`src/rtl/wiper_pkg.sv`:
```
package wiper_pkg;
  // Host pins after synchronisation; field order is fixed by the pin vector.
  typedef struct packed {
    logic sel_n;
    logic step_n;
    logic dir_up;
  } host_pins_t;

  localparam host_pins_t PINS_IDLE = '{sel_n: 1'b1, step_n: 1'b1, dir_up: 1'b0};
endpackage

```
`src/rtl/wiper_sync.sv`:
```
module wiper_sync #(
  parameter int W      = 3,
  parameter int STAGES = 2,
  parameter logic [W-1:0] IDLE = '0
) (
  input  logic         clk,
  input  logic         rst,
  input  logic [W-1:0] d,
  output logic [W-1:0] q
);
  logic [W-1:0] stg [STAGES];

  always_ff @(posedge clk) begin
    if (rst) begin
      for (int i = 0; i < STAGES; i++) stg[i] <= IDLE;
    end else begin
      stg[0] <= d;
      for (int i = 1; i < STAGES; i++) stg[i] <= stg[i-1];
    end
  end

  assign q = stg[STAGES-1];
endmodule

```
`src/rtl/wiper_events.sv`:
```
module wiper_events
  import wiper_pkg::*;
(
  input  logic       clk,
  input  logic       rst,
  input  host_pins_t pins,
  input  logic       busy,
  output logic       step_evt,
  output logic       step_up,
  output logic       save_evt,
  output logic       sel_active
);
  logic prev_sel_n;
  logic prev_step_n;

  always_ff @(posedge clk) begin
    if (rst) begin
      prev_sel_n  <= PINS_IDLE.sel_n;
      prev_step_n <= PINS_IDLE.step_n;
    end else begin
      prev_sel_n  <= pins.sel_n;
      prev_step_n <= pins.step_n;
    end
  end

  logic step_fall, sel_rise;
  always_comb begin
    step_fall  = prev_step_n & ~pins.step_n;
    sel_rise   = pins.sel_n & ~prev_sel_n;
    sel_active = ~busy & ~pins.sel_n;
    step_evt   = sel_active & step_fall;
    step_up    = pins.dir_up;
    save_evt   = ~busy & sel_rise & pins.step_n;
  end

  // no step is reported while deselected
  p_no_step_deselected_r5: assert property (@(posedge clk) disable iff (rst)
    pins.sel_n |-> !step_evt);
endmodule

```
`src/rtl/wiper_count.sv`:
```
module wiper_count #(
  parameter int TAPS        = 16,
  parameter int DEFAULT_TAP = TAPS / 2,
  localparam int PW         = $clog2(TAPS)
) (
  input  logic          clk,
  input  logic          factory_rst,
  input  logic          pwr_rst,
  input  logic [PW-1:0] stored,
  input  logic          step_evt,
  input  logic          step_up,
  input  logic          busy,
  output logic [PW-1:0] pos
);
  localparam logic [PW-1:0] TOP = PW'(TAPS - 1);

  always_ff @(posedge clk) begin
    if (factory_rst)       pos <= PW'(DEFAULT_TAP);
    else if (pwr_rst)      pos <= stored;
    else if (step_evt) begin
      if (step_up && pos != TOP)       pos <= pos + 1'b1;
      else if (!step_up && pos != '0)  pos <= pos - 1'b1;
    end
  end

  // saturate at the top
  p_sat_top_r4: assert property (@(posedge clk) disable iff (factory_rst || pwr_rst)
    (step_evt && step_up && pos == TOP) |=> pos == TOP);
  // saturate at the bottom
  p_sat_bot_r4: assert property (@(posedge clk) disable iff (factory_rst || pwr_rst)
    (step_evt && !step_up && pos == '0) |=> pos == '0);
  // an up step below the top moves exactly one tap
  p_step_up_r3: assert property (@(posedge clk) disable iff (factory_rst || pwr_rst)
    (step_evt && step_up && pos != TOP) |=> pos == $past(pos) + 1'b1);
  // position frozen during a write window
  p_frozen_busy_r9: assert property (@(posedge clk) disable iff (factory_rst || pwr_rst)
    busy |=> $stable(pos));
endmodule

```
`src/rtl/wiper_nvm.sv`:
```
module wiper_nvm #(
  parameter int TAPS         = 16,
  parameter int DEFAULT_TAP  = TAPS / 2,
  parameter int WRITE_CYCLES = 500000,
  localparam int PW          = $clog2(TAPS),
  localparam int CW          = $clog2(WRITE_CYCLES + 1)
) (
  input  logic          clk,
  input  logic          factory_rst,
  input  logic          pwr_rst,
  input  logic          save_evt,
  input  logic          sel_active,
  input  logic [PW-1:0] pos,
  output logic [PW-1:0] stored,
  output logic          busy,
  output logic          standby
);
  logic [CW-1:0] wr_cnt;

  // Shadow of the nonvolatile cell: only the factory reset touches it.
  always_ff @(posedge clk) begin
    if (factory_rst)   stored <= PW'(DEFAULT_TAP);
    else if (save_evt) stored <= pos;
  end

  always_ff @(posedge clk) begin
    if (factory_rst || pwr_rst) begin
      wr_cnt  <= '0;
      standby <= 1'b1;
    end else begin
      if (save_evt)           wr_cnt <= CW'(WRITE_CYCLES);
      else if (wr_cnt != '0) wr_cnt <= wr_cnt - 1'b1;
      if (wr_cnt == CW'(1))  standby <= 1'b1;
      else if (sel_active)   standby <= 1'b0;
    end
  end

  assign busy = (wr_cnt != '0);

  // a save opens the write window on the next clock
  p_save_busy_r6: assert property (@(posedge clk) disable iff (factory_rst || pwr_rst)
    save_evt |=> busy);
  // standby is up when the write window closes
  p_standby_end_r10: assert property (@(posedge clk) disable iff (factory_rst || pwr_rst)
    $fell(busy) |-> standby);
endmodule

```
`src/rtl/wiper_decode.sv`:
```
module wiper_decode #(
  parameter int TAPS = 16,
  localparam int PW  = $clog2(TAPS)
) (
  input  logic [PW-1:0]   pos,
  output logic [TAPS-1:0] tap_sel
);
  for (genvar i = 0; i < TAPS; i++) begin : g_tap
    assign tap_sel[i] = (pos == PW'(i));
  end
endmodule

```
`src/rtl/wiper_ctrl.sv`:
```
module wiper_ctrl
  import wiper_pkg::*;
#(
  parameter int TAPS         = 16,
  parameter int DEFAULT_TAP  = TAPS / 2,
  parameter int WRITE_CYCLES = 500000,
  parameter int SYNC_STAGES  = 2,
  localparam int PW          = $clog2(TAPS)
) (
  input  logic            clk,
  input  logic            factory_rst_n,
  input  logic            pwr_rst_n,
  input  logic            sel_n,
  input  logic            dir_up,
  input  logic            step_n,
  output logic [TAPS-1:0] tap_sel,
  output logic [PW-1:0]   wiper_pos,
  output logic            busy,
  output logic            standby
);
  localparam int PINW = $bits(host_pins_t);

  logic factory_rst, pwr_rst, any_rst;
  assign factory_rst = ~factory_rst_n;
  assign pwr_rst     = ~pwr_rst_n;
  assign any_rst     = factory_rst | pwr_rst;

  host_pins_t raw_pins, sy_pins;
  logic [PINW-1:0] sy_vec;
  assign raw_pins = '{sel_n: sel_n, step_n: step_n, dir_up: dir_up};

  wiper_sync #(.W(PINW), .STAGES(SYNC_STAGES), .IDLE(PINS_IDLE)) u_sync (
    .clk(clk), .rst(any_rst), .d(raw_pins), .q(sy_vec)
  );
  assign sy_pins = host_pins_t'(sy_vec);

  logic step_evt, step_up, save_evt, sel_active;
  wiper_events u_evt (
    .clk(clk), .rst(any_rst), .pins(sy_pins), .busy(busy),
    .step_evt(step_evt), .step_up(step_up), .save_evt(save_evt), .sel_active(sel_active)
  );

  logic [PW-1:0] stored;
  wiper_count #(.TAPS(TAPS), .DEFAULT_TAP(DEFAULT_TAP)) u_cnt (
    .clk(clk), .factory_rst(factory_rst), .pwr_rst(pwr_rst), .stored(stored),
    .step_evt(step_evt), .step_up(step_up), .busy(busy), .pos(wiper_pos)
  );

  wiper_nvm #(.TAPS(TAPS), .DEFAULT_TAP(DEFAULT_TAP), .WRITE_CYCLES(WRITE_CYCLES)) u_nvm (
    .clk(clk), .factory_rst(factory_rst), .pwr_rst(pwr_rst), .save_evt(save_evt),
    .sel_active(sel_active), .pos(wiper_pos), .stored(stored), .busy(busy), .standby(standby)
  );

  wiper_decode #(.TAPS(TAPS)) u_dec (.pos(wiper_pos), .tap_sel(tap_sel));

  // exactly one tap closed, at the reported position
  p_one_tap_r2: assert property (@(posedge clk) disable iff (any_rst)
    $countones(tap_sel) == 1 && tap_sel[wiper_pos]);
  // power-cycle reset recalls the stored value
  p_recall_r8: assert property (@(posedge clk) disable iff (factory_rst)
    pwr_rst |=> wiper_pos == $past(stored));
endmodule

```
`config.mk`:
```
export PLATFORM = sky130hd
export DESIGN_NAME = wiper_ctrl
export DESIGN_NICKNAME = d
export VERILOG_FILES = /design/src/rtl/wiper_pkg.sv /design/src/rtl/wiper_sync.sv /design/src/rtl/wiper_events.sv /design/src/rtl/wiper_count.sv /design/src/rtl/wiper_nvm.sv /design/src/rtl/wiper_decode.sv /design/src/rtl/wiper_ctrl.sv
export SDC_FILE = /design/constraint.sdc
export NUM_CORES = 1
export LEC_CHECK = 0
export ABC_CLOCK_PERIOD_IN_PS = 2250
export BUFFER_PORTS_ARGS = -buffer_cell sky130_fd_sc_hd__buf_4
export CAP_MARGIN = 30
export CORE_MARGIN = 2
export CORE_UTILIZATION = 57
export DETAILED_ROUTE_END_ITERATION = 12
export PLACE_DENSITY = 0.84
export RECOVER_POWER = 100
export SYNTH_ARGS = -nofsm -noshare
export SYNTH_HDL_FRONTEND = slang
export SYNTH_SLANG_ARGS = --single-unit
```
`constraint.sdc`:
```
create_clock -name clk -period 2.25 [get_ports clk]
set_clock_uncertainty 0.1 [all_clocks]
set_input_delay 0.3375 -clock clk [delete_from_list [all_inputs] [get_ports clk]]
set_output_delay 0.3375 -clock clk [all_outputs]
set_load 0.005 [all_outputs]
```
# Word-level counts from Yosys, hierarchy flattened
# Memory sizes are Yosys's and may differ from the RTL's.
# Index checks and enable logic that the tools add are counted.
[op_classes]
addsub = 3
multipliers = 0
div_mod_pow = 0
order_cmp = 0
n_eq_ne = 19
shifts = 0
mux = 11
bitwise = 15
n_reduce_logical = 11
[op_table]
columns = ["op", "count"]
rows = [
  ["$mux 19", 2],
  ["$eq 4x4->1 const B", 8],
  ["$eq 19x1->1 const B", 1],
  ["$reduce_bool 19->1", 1],
  ["$sub 19x1->19 const B", 1],
  ["$eq 4x3->1 const B", 4],
  ["$mux 4", 4],
  ["$eq 4x2->1 const B", 2],
  ["$and 1x1->1", 6],
  ["$mux 3", 2],
  ["$not 1->1", 6],
  ["$add 4x1->4 const B", 1],
  ["$eq 4x1->1 const B", 1],
  ["$logic_not 4->1", 1],
  ["$ne 4x4->1 const B", 1],
  ["$reduce_bool 4->1", 1],
  ["$reduce_or 2->1", 2],
  ["$sub 4x1->4 const B", 1],
  ["$mux 1", 3],
  ["$ne 3x1->1 const B", 1],
  ["$or 1x1->1", 3],
  ["$logic_and 1x1->1", 2],
  ["$ne 2x1->1 const B", 1],
  ["$reduce_and 2->1", 1],
  ["3 further kinds", 3],
]
[totals]
regBits = 30
latchBits = 0
ramBits = 6
romBits = 0
inputBits = 6
memories = 1
[memory_table]
columns = ["name", "depth", "width", "rd", "rd_clocked_by_memory_dff", "write_ports", "line_no", "source"]
rows = [
  ["u_sync.stg", 2, 3, 2, 0, 2, "wiper_sync.sv:11", "logic [W-1:0] stg [STAGES];"],
]

# Longest topological paths before layout
# Gate-level depths: netlist of run 1.
[depth]
depth_word = 6
depth_mapped = 8
ltp_nobuf = 7

# Cells and area by module
# Synthesis of run 1 repeated with hierarchy kept, for this count alone.
[unflattened]
hier_cells = 226
hier_area_um2 = 2145.8
[modules_own_cells]
columns = ["mod", "n_inst", "cells_each", "area_per_inst_um2", "seq_area_each_um2"]
rows = [
  ["wiper_nvm", 1, 142, 1313.8, 480.5],
  ["wiper_count", 1, 38, 322.8, 80.1],
  ["wiper_decode", 1, 20, 226.5, 0.0],
  ["wiper_sync", 1, 15, 180.2, 120.1],
  ["wiper_events", 1, 8, 91.3, 40.0],
  ["wiper_ctrl", 1, 3, 11.3, 0.0],
]

# Least setup slack after synthesis of run 1
# No wires, ideal clock.
[synth_path]
path_kind = "register to register"
from = "reg u_nvm.wr_cnt[0]"
to = "reg u_nvm.wr_cnt[10]"
t_arrival_ns = 1.748
path_slack_ns = 0.285
path_stages_with_launch = 9
cell_sequence = "dfxtp_1 inv_1 ha_1 nor4b_4 nand2_4 or3_1 buf_2 nand3_2 nor2_1"
[synth_via]
elab_chain_cells = 5
word_cells_on_any_way = 6
cone_classes = "add/sub: 1; bitwise: 3; reduce/logical: 2"
[synth_lines]
columns = ["item", "line_no", "source"]
rows = [
  ["start: declaration", "wiper_nvm.sv:18", "logic [CW-1:0] wr_cnt;"],
  ["start signal: assignment", "wiper_nvm.sv:31", "if (save_evt) wr_cnt <= CW'(WRITE_CYCLES);"],
  ["start signal: assignment", "wiper_nvm.sv:32", "else if (wr_cnt != '0) wr_cnt <= wr_cnt - 1'b1;"],
  ["parallel branches: the longest is 5 deep, another holds $sub 19x1->19", "--", ""],
]
# Several ways; the timed one is not identified.
# A chain may end at the register's enable or synchronous reset.

# Worst setup path after layout of run 1
[layout_path]
from = "reg u_nvm.wr_cnt[11]"
to = "out busy"
[layout_via]
elab_chain_cells = 1
[layout_lines]
columns = ["item", "line_no", "source"]
rows = [
  ["$reduce_bool 19->1", "wiper_nvm.sv:38", "assign busy = (wr_cnt != '0);"],
  ["end: declaration", "wiper_ctrl.sv:18", "output logic busy,"],
]
# No other way between the ends.

==> reports/results.txt, run 1 <==
CTS buffer count - 5
H-tree levels - 2
design area - 2470 µm²
Routed wire per std cell - 16.4 µm
insertion delay to the later sink of the worst-skew pair - 350 ps
Die Width - 63.6 µm
row count - 21
LEAKAGE - 0.000989 µW
worst setup path endpoint - busy
crit start category - flop
Root Buffer - clkbuf_4
YS warnings - 0
CTS Hold Bufs - 0
reg2reg start - u_nvm.wr_cnt[6]
Synth Register Bits - 36
Critical Path AT - 1730 ps
RSZ-0062 raised after global routing - true
Yosys top cell area share - 35.6%
status - complete, no violations
CP Capture Type - output pin
die height - 63.6 µm
Pre-Repair DR Iteration Count - 4
synthesized instance count - 223
Critical Path RT - 1810 ps
count leader, synth - dfxtp_1
PD cells - 1890 nW/µm²
max-slew violations - 0
largest net degree at the start of global routing - 20
Layout fillers - 243
DR vias/cell - 5.99
Register Area - 722 µm²
port bufs - 27
Rel. slew slack - 59.0%
DR vias - 1,846
crit path launch - u_nvm.wr_cnt[11]
final hold viol count - 0
CTS Sinks - 36
synth top area cells - dfxtp_1 36%, xnor2_1 5.6%, ha_1 4.3%
Nets - 274
Ant. Diodes - 0
Max Clock Freq - 462 MHz
Hold WS - 69.8 ps
crit path kind - reg -> out
maxcap violations - 0
Multi-input gate area - 1250 µm²
Post-synth EDFFs - 0
Seq/Total Area, Yosys - 35.6%
initial core utilization - 60.2%
routability congestion estimate - 0.854
Detail Route Antenna Nets - 0
mean area per synthesized cell - 9.08 µm²
Final setup viols - 0
Placed Area - 2300 µm²
crit path time final - 2160 ps
IO Count - 28
HP Class - in -> reg
Iteration-0 DRC Markers - 125
mapped cell area - 2030 µm²
die area - 4050 µm²
reg-to-reg endpoint - u_nvm.wr_cnt[15]
crit-path max FO - 12
Post-synth ARST share - 0%
Tcrit/Tclk final - 96.1%
Yosys cell types - 51
number of global-route vias before repair - 1,817
FF-to-FF path depth - 6
CTS tree - yes
worst IR drop on VDD - 1540 µV
# DRC - 0
Total Wirelength - 5060 µm
GRT Total Usage - 27.2%
most frequent cells after synthesis - 36 x dfxtp_1, 21 x nor2_1, 14 x nand2_1
Synth-to-Final Area Change - 22.0%
floorplan core area - 3360 µm²
GRT overflow - 0
initial antenna violation count - 0
Top FF cell, synth - dfxtp_1
area leader, netlist - dfxtp_1
layout cells sized above 1 - 30.5%
HPWL after DPL - 3260 µm
Clock transition at path regs - 120 ps
Slew @ Worst Pin - 614 ps
flop2flop setup slack - 120 ps
Syn Nets - 236
clock tree buffer depth - 2
first-pass GRT wire length - 8500 µm
routing by layer:
metal  part of all wire (%)  vias up  GRT usage (%)
li1                       -      881              -
met1                     41      871           31.1
met2                     50       70           44.7
met3                    5.0       24           7.32
met4                    3.7        0           16.6
met5                      0        -              0
worst min path at each step:
stage | from | endpoint | slack (ps) | cells after the start
after floorplan | u_sync.stg[0][1] | u_sync.stg[0][4] | 290 | 1
after global placement | u_sync.stg[0][1] | u_sync.stg[0][4] | 290 | 1
after detailed placement | u_sync.stg[0][1] | u_sync.stg[0][4] | 310 | 1
after CTS | step_n | u_sync.stg[0][1] | 60 | 2
after global routing | step_n | u_sync.stg[0][1] | 50 | 2
final | step_n | u_sync.stg[0][1] | 70 | 2
cell families after synthesis:
logic type / Yosys count / share of synthesized area (%)
simple gates: 102 / 31.6
xor+xnor: 14 / 6.05
mux: 3 / 1.54
fa+ha+maj: 7 / 4.32
compound gates: 45 / 16.7
buf+inv: 16 / 4.20
flops: 36 / 35.6
layout make-up:
type / instances / area share (%)
Timing Repair Buffer: 42 / 12.1
Inverter: 5 / 0.759
Sequential cell: 36 / 29.2
Tap cell: 46 / 2.33
Multi-Input combinational cell: 171 / 50.4
Clock inverter: 3 / 3.65
Clock buffer: 5 / 1.52
layout by cell type (no fill, tap or decap), types with 6 or more instances in the layout:
master | Yosys | routed
xnor2_1 | 13 | 13
clkbuf_4 | 0 | 14
a21oi_1 | 12 | 12
nor2_1 | 21 | 21
buf_4 | 2 | 28
ha_1 | 7 | 6
dfxtp_1 | 36 | 35
and3_1 | 9 | 8
and2_0 | 0 | 8
or2_2 | 7 | 7
nor3_1 | 7 | 7
o21ai_0 | 7 | 7
nand2_1 | 14 | 14
registers in the layout, indices dropped and copies added (netlist names):
signal	count
u_nvm.standby	1
u_nvm.stored	4
u_evt.prev_step_n	1
u_nvm.wr_cnt	19
u_evt.prev_sel_n	1
u_cnt.pos	4
u_sync.stg	6
report_power, final:
part           internal (µW)  switching, µW
Clock                    458            228
Sequential               780            192
Combinational           1320           1690
Total                   2560           2110
timing repair:
item | CTS | global route
pin swaps | 1 | 0
gates cloned | 0 | 0
setup buffers | 4 | 0
setup endpoints to repair | 1 | 15
resized for setup | 1 | 7
worst max-delay path: stages, from the launching register on:
cell     delay, ps
dfxtp_1        370
nor3_1         340
and3_4         370
nand2_2        130
buf_4          160
through the flow:
stage	utilization (%)	total power (µW)	std cells	setup TNS (ps)	setup WS [ps]
6_report	73.5	4670	308	0	87.2
5_1_grt	73.5	4970	308	-21.5	-12.0
4_1_cts	73.2	4500	308	0	34.1
3_5_place_dp	68.5	3620	296	0	25.3
3_3_place_gp	68.5	3570	296	0	110
2_1_floorplan	-	3180	223	0	285
Note: power is estimated with default switching activity, not from simulation.
==> run 2, diff against run 1 <==
--- a/config.mk
+++ b/config.mk
@@ -5,6 +5,7 @@
 export SDC_FILE = /design/constraint.sdc
 export NUM_CORES = 1
 export LEC_CHECK = 0
+export ABC_AREA = 1
 export ABC_CLOCK_PERIOD_IN_PS = 2250
 export BUFFER_PORTS_ARGS = -buffer_cell sky130_fd_sc_hd__buf_4
 export CAP_MARGIN = 30
==> reports/results.txt, run 2 <==
status - complete, no violations
Syn Nets - 301 (+28%)
initial core utilization - 59.4% (-0.82 points)
most frequent cells in the layout - 62 x nand2_1, 50 x nor2_1, 36 x dfxtp_1, 31 x inv_1, 26 x clkbuf_4
initial antenna violation count - 0 (unchanged)
GRT overflow - 0 (unchanged)
Post-synth ARST share - 0% (unchanged)
max reg flops - 19 (unchanged)
row count - 21 (unchanged)
Tcrit/Tclk final - 93.1% (-3.0 points)
Iteration-0 DRC Markers - 108 (-14%)
CP max stage cell - dfxtp_1
CTS Sinks - 36 (unchanged)
DR vias - 1,885 (+2.1%)
insertion delay to the later sink of the worst-skew pair - 350 ps (about the same)
port bufs - 27 (unchanged)
GRT Total Usage - 23.6% (-3.5 points)
family with the most delay on the worst path - simple AND/OR/NAND/NOR gates
HPWL after DPL - 3340 µm (+2.3%)
crit-path max FO - 7 (-5)
Seq/Total Area, Yosys - 36.1% (+0.49 points)
Detail Route Antenna Nets - 0 (unchanged)
synthesized instance count - 288 (+29%)
number of global-route vias before repair - 1,764 (-2.9%)
clock tree buffer depth - 2 (unchanged)
# DRC - 0 (unchanged)
CP Capture Type - output pin
final core occ - 67.6% (-5.9 points)
layout cells sized above 1 - 17.9% (-13 points)
count leader, synth - nand2_1
met3 Usage GRT - 5.00% (-2.3 points)
CTS Hold Bufs - 0 (unchanged)
Max Clock Freq - 477 MHz (+3.2%)
die area - 3990 µm² (-1.3%)
Largest Register - u_nvm.wr_cnt
max-slew violations - 0 (unchanged)
maxcap violations - 0 (unchanged)
Top FF cell, synth - dfxtp_1
Critical Path RT - 1810 ps (about the same)
YS warnings - 0 (unchanged)
Synth Register Bits - 36 (unchanged)
H-tree levels - 2 (unchanged)
Synth-to-Final Area Change - 13.8%
Rel. slew slack - 65.4% (+6.4 points)
Yosys cell types - 29 (-43%)
most frequent cells after synthesis - 61 x nand2_1, 50 x nor2_1, 36 x dfxtp_1
crit path kind - reg -> out
mean area per synthesized cell - 6.94 µm² (-24%)
routability congestion estimate - 0.836 (-2.1%)
first-pass GRT wire length - 7580 µm (-11%)
Regs by FF count - u_nvm.wr_cnt: 19 flops, u_sync.stg: 6 flops
setup tns final - 0 ps (unchanged)
Slew @ Worst Pin - 520 ps (-94.5 ps)
design area - 2270 µm² (-8.0%)
die height - 63.2 µm (-0.64%)
cells along the critical path - nor2_2 > nand2_1 > nor2_4 > nand2_4 > nor2_8 > inv_2 > clkbuf_4
HP Class - in -> reg
Ant. Diodes - 0 (unchanged)
Total Wirelength - 4330 µm (-14%)
max incr delay on CP - 380 ps (about the same)
Yosys top cell area share - 36.1% (+0.49 points)
CTS buffer count - 5 (unchanged)
Nets - 331 (+21%)
synth top area cells - dfxtp_1 36%, nand2_1 11%, nor2_1 9.4%
DR vias/cell - 5.16 (-14%)
IO Count - 28 (unchanged)
mapped cell area - 2000 µm² (-1.4%)
CP bufs+invs - 2 (+1)
Final setup viols - 0 (unchanged)
CTS tree - yes
met1 GRT Util - 29.4% (-1.8 points)
Clock transition at path regs - 120 ps (about the same)
Root Buffer - clkbuf_4
met2 usage - 39.4% (-5.4 points)
largest net degree at the start of global routing - 14 (-30%)
floorplan core area - 3360 µm² (unchanged)
crit start category - flop
area leader, netlist - dfxtp_1
RSZ-0062 raised after global routing - false
final hold viol count - 0 (unchanged)
crit path time final - 2100 ps (-67.7 ps)
Routed wire per std cell - 11.9 µm (-28%)
Critical Path AT - 1660 ps (-70 ps)
Most Crowded Layer GR - met2
commonest non-fill, non-tap cell in the layout - nand2_1
Pre-Repair DR Iteration Count - 4 (unchanged)
Post-synth EDFFs - 0 (unchanged)
Placed Area - 2220 µm² (-3.4%)
Die Width - 63.2 µm (-0.64%)
## run 2: worst paths after layout
path                         start  slack, ps               end  depth (start not counted)
hold / removal              step_n         70  u_sync.stg[0][1]                          2
setup reg to reg      u_cnt.pos[0]        310      u_cnt.pos[0]                          9
setup / recovery  u_nvm.wr_cnt[10]        150              busy                          7
hold reg to reg   u_sync.stg[0][0]        320  u_sync.stg[0][3]                          2
## run 2: layer usage
layer | routed length, µm | share of wire [%]
met5 | 0 | 0
met2 | 2050 | 47
met1 | 1970 | 46
met3 | 235 | 5.4
met4 | 75 | 1.7
## run 2: worst reg2reg max path, delay by kind of cell, from the launching register on
kind | cells | cell delay (ps)
AOI/OAI and AO/OA | 2 | 260
and+or+nand+nor | 5 | 630
adders and majority gates | 1 | 260
DFF | 1 | 510
buffers and inverters | 1 | 130
## run 2: per-stage QoR
step	instances	hold WS, ps	worst slack, ps
detailed placement	356	302	282
global route	365	50.3	42.3
CTS	364	56.0	48.6
global placement	356	295	307
floorplan	288	293	621
finish	365	67.4	155
## run 2: cells by family after synthesis
| logic type | after synthesis | synth area share [%] |
|---|---|---|
| and+or+nand+nor | 165 | 38.3 |
| buffers and inverters | 39 | 8.33 |
| DFF | 36 | 36.1 |
| AOI/OAI and AO/OA | 29 | 7.70 |
| xor gates and xnor gates | 12 | 5.26 |
| adders and majority gates | 7 | 4.38 |
## run 2: cell type report
class / count / area [µm²]
Clock buffer: 5 / 37.5
Clock inverter: 3 / 23.8
Fill cell: 312 / 1090
Inverter: 33 / 124
Multi-Input combinational cell: 213 / 1100
Sequential cell: 36 / 721
Tap cell: 46 / 57.6
Timing Repair Buffer: 29 / 206
## run 2: repair_timing
| item | CTS | global route |
|---|---|---|
| endpoints found under the setup margin | 0 | 1 |
| setup buffers | 0 | 1 |
| resized for setup | 0 | 2 |
Power of run 2 is left out: the tool's default activity adds up to more than one toggle a clock period on the data nets, which glitch-free logic cannot reach.
==> run 3, diff against run 2 <==
--- a/config.mk
+++ b/config.mk
@@ -9,11 +9,13 @@
 export ABC_CLOCK_PERIOD_IN_PS = 2250
 export BUFFER_PORTS_ARGS = -buffer_cell sky130_fd_sc_hd__buf_4
 export CAP_MARGIN = 30
-export CORE_MARGIN = 2
+export CORE_MARGIN = 5
 export CORE_UTILIZATION = 57
+export CTS_CLUSTER_DIAMETER = 40
 export DETAILED_ROUTE_END_ITERATION = 12
 export PLACE_DENSITY = 0.84
 export RECOVER_POWER = 100
 export SYNTH_ARGS = -nofsm -noshare
 export SYNTH_HDL_FRONTEND = slang
+export SYNTH_HIERARCHICAL = 1
 export SYNTH_SLANG_ARGS = --single-unit
==> reports/results.txt, run 3 <==
Root Buffer - clkbuf_8
CTS buffer count - 5 (unchanged)
initial core utilization - 58.6% (-0.83 points)
final core occ - 67.3% (-0.30 points)
Yosys cell types - 32 (+10%)
initial antenna violation count - 0 (unchanged)
final hold viol count - 0 (unchanged)
Pre-Repair DR Iteration Count - 4 (unchanged)
status - complete, no violations
HP Class - in -> reg
die height - 71.3 µm (+13%)
setup tns final - 0 ps (unchanged)
crit path launch - u_cnt/pos[1]
area leader, netlist - dfxtp_1
max reg flops - 19 (unchanged)
YS warnings - 6 (+6)
row count - 22 (+4.8%)
largest net degree at the start of global routing - 16 (+2)
GRT overflow - 0 (unchanged)
insertion delay to the later sink of the worst-skew pair - 290 ps (-60 ps)
CP max stage cell - dfxtp_1
layout cells sized above 1 - 19.8% (+1.9 points)
Compound-Gate Fraction of Synth Area - 8.40% (+0.70 points)
most used cell, CP - nand3_1
CP bufs+invs - 0 (-2)
Ant. Diodes - 0 (unchanged)
Yosys top cell area share - 33.6% (-2.5 points)
crit-path max FO - 10 (+3)
Max Clock Freq - 482 MHz (+1.1%)
Largest Register - u_nvm/wr_cnt
met3 Usage GRT - 4.35% (-0.65 points)
mean area per synthesized cell - 6.79 µm² (-2.2%)
H-tree levels - 2 (unchanged)
commonest non-fill, non-tap cell in the layout - nand2_1
worst IR drop on VDD - 984 µV
Adder-Cell Fraction of Synth Area - 3.85% (-0.53 points)
mux cell area share after synthesis - 0% (unchanged)
CTS Sinks - 36 (unchanged)
maxcap violations - 0 (unchanged)
max incr delay on CP - 550 ps (+170 ps)
most frequent cells after synthesis - 70 x nand2_1, 50 x nor2_1, 44 x inv_1
Synth Register Bits - 36 (unchanged)
IO Count - 28 (unchanged)
Final setup viols - 0 (unchanged)
RSZ-0062 raised after global routing - false
Slew @ Worst Pin - 485 ps (-34.8 ps)
Post-synth ARST share - 0% (unchanged)
Hold WS - 121 ps (+53.7 ps)
flop2flop setup slack - 180 ps (-130 ps)
simple-gate share of the synthesized area - 42.5% (+4.2 points)
critical path depth - 9 (+2)
Syn Nets - 328 (+9.0%)
port bufs - 27 (unchanged)
Critical Path RT - 2330 ps (+520 ps)
CP Capture Type - flop
floorplan core area - 3660 µm² (+8.9%)
FF-to-FF path depth - 9 (unchanged)
crit path kind - reg -> reg
Synth-to-Final Area Change - 14.9%
Regs by FF count - u_nvm/wr_cnt: 19 flops, u_sync/stg: 6 flops
Clock transition at path regs - 70 ps (-50 ps)
family with the most delay on the worst path - simple AND/OR/NAND/NOR gates
worst setup path endpoint - u_cnt/pos[3]
Seq/Total Area, Yosys - 33.6% (-2.5 points)
first-pass GRT wire length - 7880 µm (+3.9%)
cells along the critical path - nand2_1 > o21ai_4 > ha_1 > nand3_1 > nand3_1 > nand3_1 > nand3_1 > nand2_1 > nand2_1
largest family of logic cells by synthesized area - simple AND/OR/NAND/NOR gates
Top FF cell, synth - dfxtp_1
Rel. slew slack - 67.7% (+2.3 points)
most frequent cells in the layout - 72 x nand2_1, 50 x nor2_1, 45 x inv_1, 36 x dfxtp_1, 28 x nand3_1
mapped cell area - 2140 µm² (+7.3%)
XOR/XNOR Fraction of Synth Area - 0.817% (-4.4 points)
Routed wire per std cell - 11.5 µm (-3.2%)
count leader, synth - nand2_1
die area - 5090 µm² (+27%)
setup repair bufs after CTS - 0 (unchanged)
Total Wirelength - 4560 µm (+5.3%)
Critical Path AT - 2150 ps (+490 ps)
DR vias - 2,019 (+7.1%)
Placed Area - 2390 µm² (+7.6%)
Most Crowded Layer GR - met2
Iteration-0 DRC Markers - 109 (+0.93%)
PD cells - 1210 nW/µm²
GRT Total Usage - 18.8% (-4.8 points)
Tcrit/Tclk final - 92.1% (-0.98 points)
LEAKAGE - 0.00125 µW
Post-synth EDFFs - 0 (unchanged)
CTS tree - yes
crit start category - flop
placed cells - 389 (+9.3%)
routability congestion estimate - 0.892 (+6.7%)
Detail Route Antenna Nets - 0 (unchanged)
reg-to-reg endpoint - u_cnt/pos[3]
crit path time final - 2070 ps (-22.1 ps)
met2 usage - 33.3% (-6.1 points)
# DRC - 0 (unchanged)
synthesized instance count - 316 (+9.7%)
clock tree buffer depth - 2 (unchanged)
synth top area cells - dfxtp_1 34%, nand2_1 12%, nor2_1 8.8%
DR vias/cell - 5.09 (-1.5%)
Finished Layout Cells - 397 (+8.8%)
Die Width - 71.3 µm (+13%)
design area - 2460 µm² (+8.4%)
Nets - 360 (+8.8%)
number of global-route vias before repair - 1,902 (+7.8%)
reg2reg start - u_cnt/pos[1]
met1 GRT Util - 21.7% (-7.7 points)
HPWL after DPL - 3490 µm (+4.5%)
max-slew violations - 0 (unchanged)
-- run 3: cell count changes after synthesis, sizes merged, moves of 4 or more --
cell,previous run,this run
xor2,6,2
or2,9,3
xnor2,6,0
inv,33,50
nor2,59,63
nand2,64,76
nand3,23,32
-- run 3: tightest hold or removal path: stages --
cell and delay, ps:
buf_4 80, inv_1 30, nand2_1 40
-- run 3: logic make-up (layout without fill, tap and decap cells) --
kind of cell / count (synthesis) / in the layout
buf+inv: 56 / 89
flops: 36 / 36
xor+xnor: 2 / 2
fa+ha+maj: 6 / 6
simple gates: 184 / 184
compound gates: 32 / 32
-- run 3: layout make-up --
class	count	area [µm²]
fillers	327	1200
flip-flops and latches	36	721
inverters	50	188
clock buffers	6	82.6
repair buffers	31	221
multi-input cells	224	1180
clock inverters	2	10.0
well taps	48	60.1
-- run 3: metrics by stage --
| step | worst slack (ps) | total power [µW] |
|---|---|---|
| floorplan | 299 | 2190 |
| global placement | 283 | 2470 |
| detailed placement | 243 | 2520 |
| CTS | 175 | 3000 |
| global route | 50.2 | 3240 |
| finish | 177 | 2980 |
-- run 3: worst min-delay path by stage --
stage	slack (ps)	depth (start not counted)	endpoint	start
4_1_cts	120	3	u_sync/stg[0][1]	step_n
5_1_grt	140	3	u_sync/stg[0][2]	sel_n
3_5_place_dp	290	2	u_sync/stg[0][4]	u_sync/stg[0][1]
3_3_place_gp	280	2	u_sync/stg[0][4]	u_sync/stg[0][1]
2_1_floorplan	280	2	u_sync/stg[0][4]	u_sync/stg[0][1]
6_report	120	3	u_sync/stg[0][1]	step_n
-- run 3: per-layer routing --
layer	share of wire, %	routed length [µm]
met5	0	0
met1	44	1990
met3	6.3	285
met4	2.0	91
met2	48	2190
-- run 3: power breakdown --
group          internal (µW)  switching, µW
logic                    616           1060
clock network            244            225
registers                731            103
-- run 3: what timing repair did --
| action | CTS | global route |
|---|---|---|
| hold buffers | 0 | 0 |
| endpoints found under the setup margin | 0 | 2 |
| gates resized for setup | 0 | 1 |
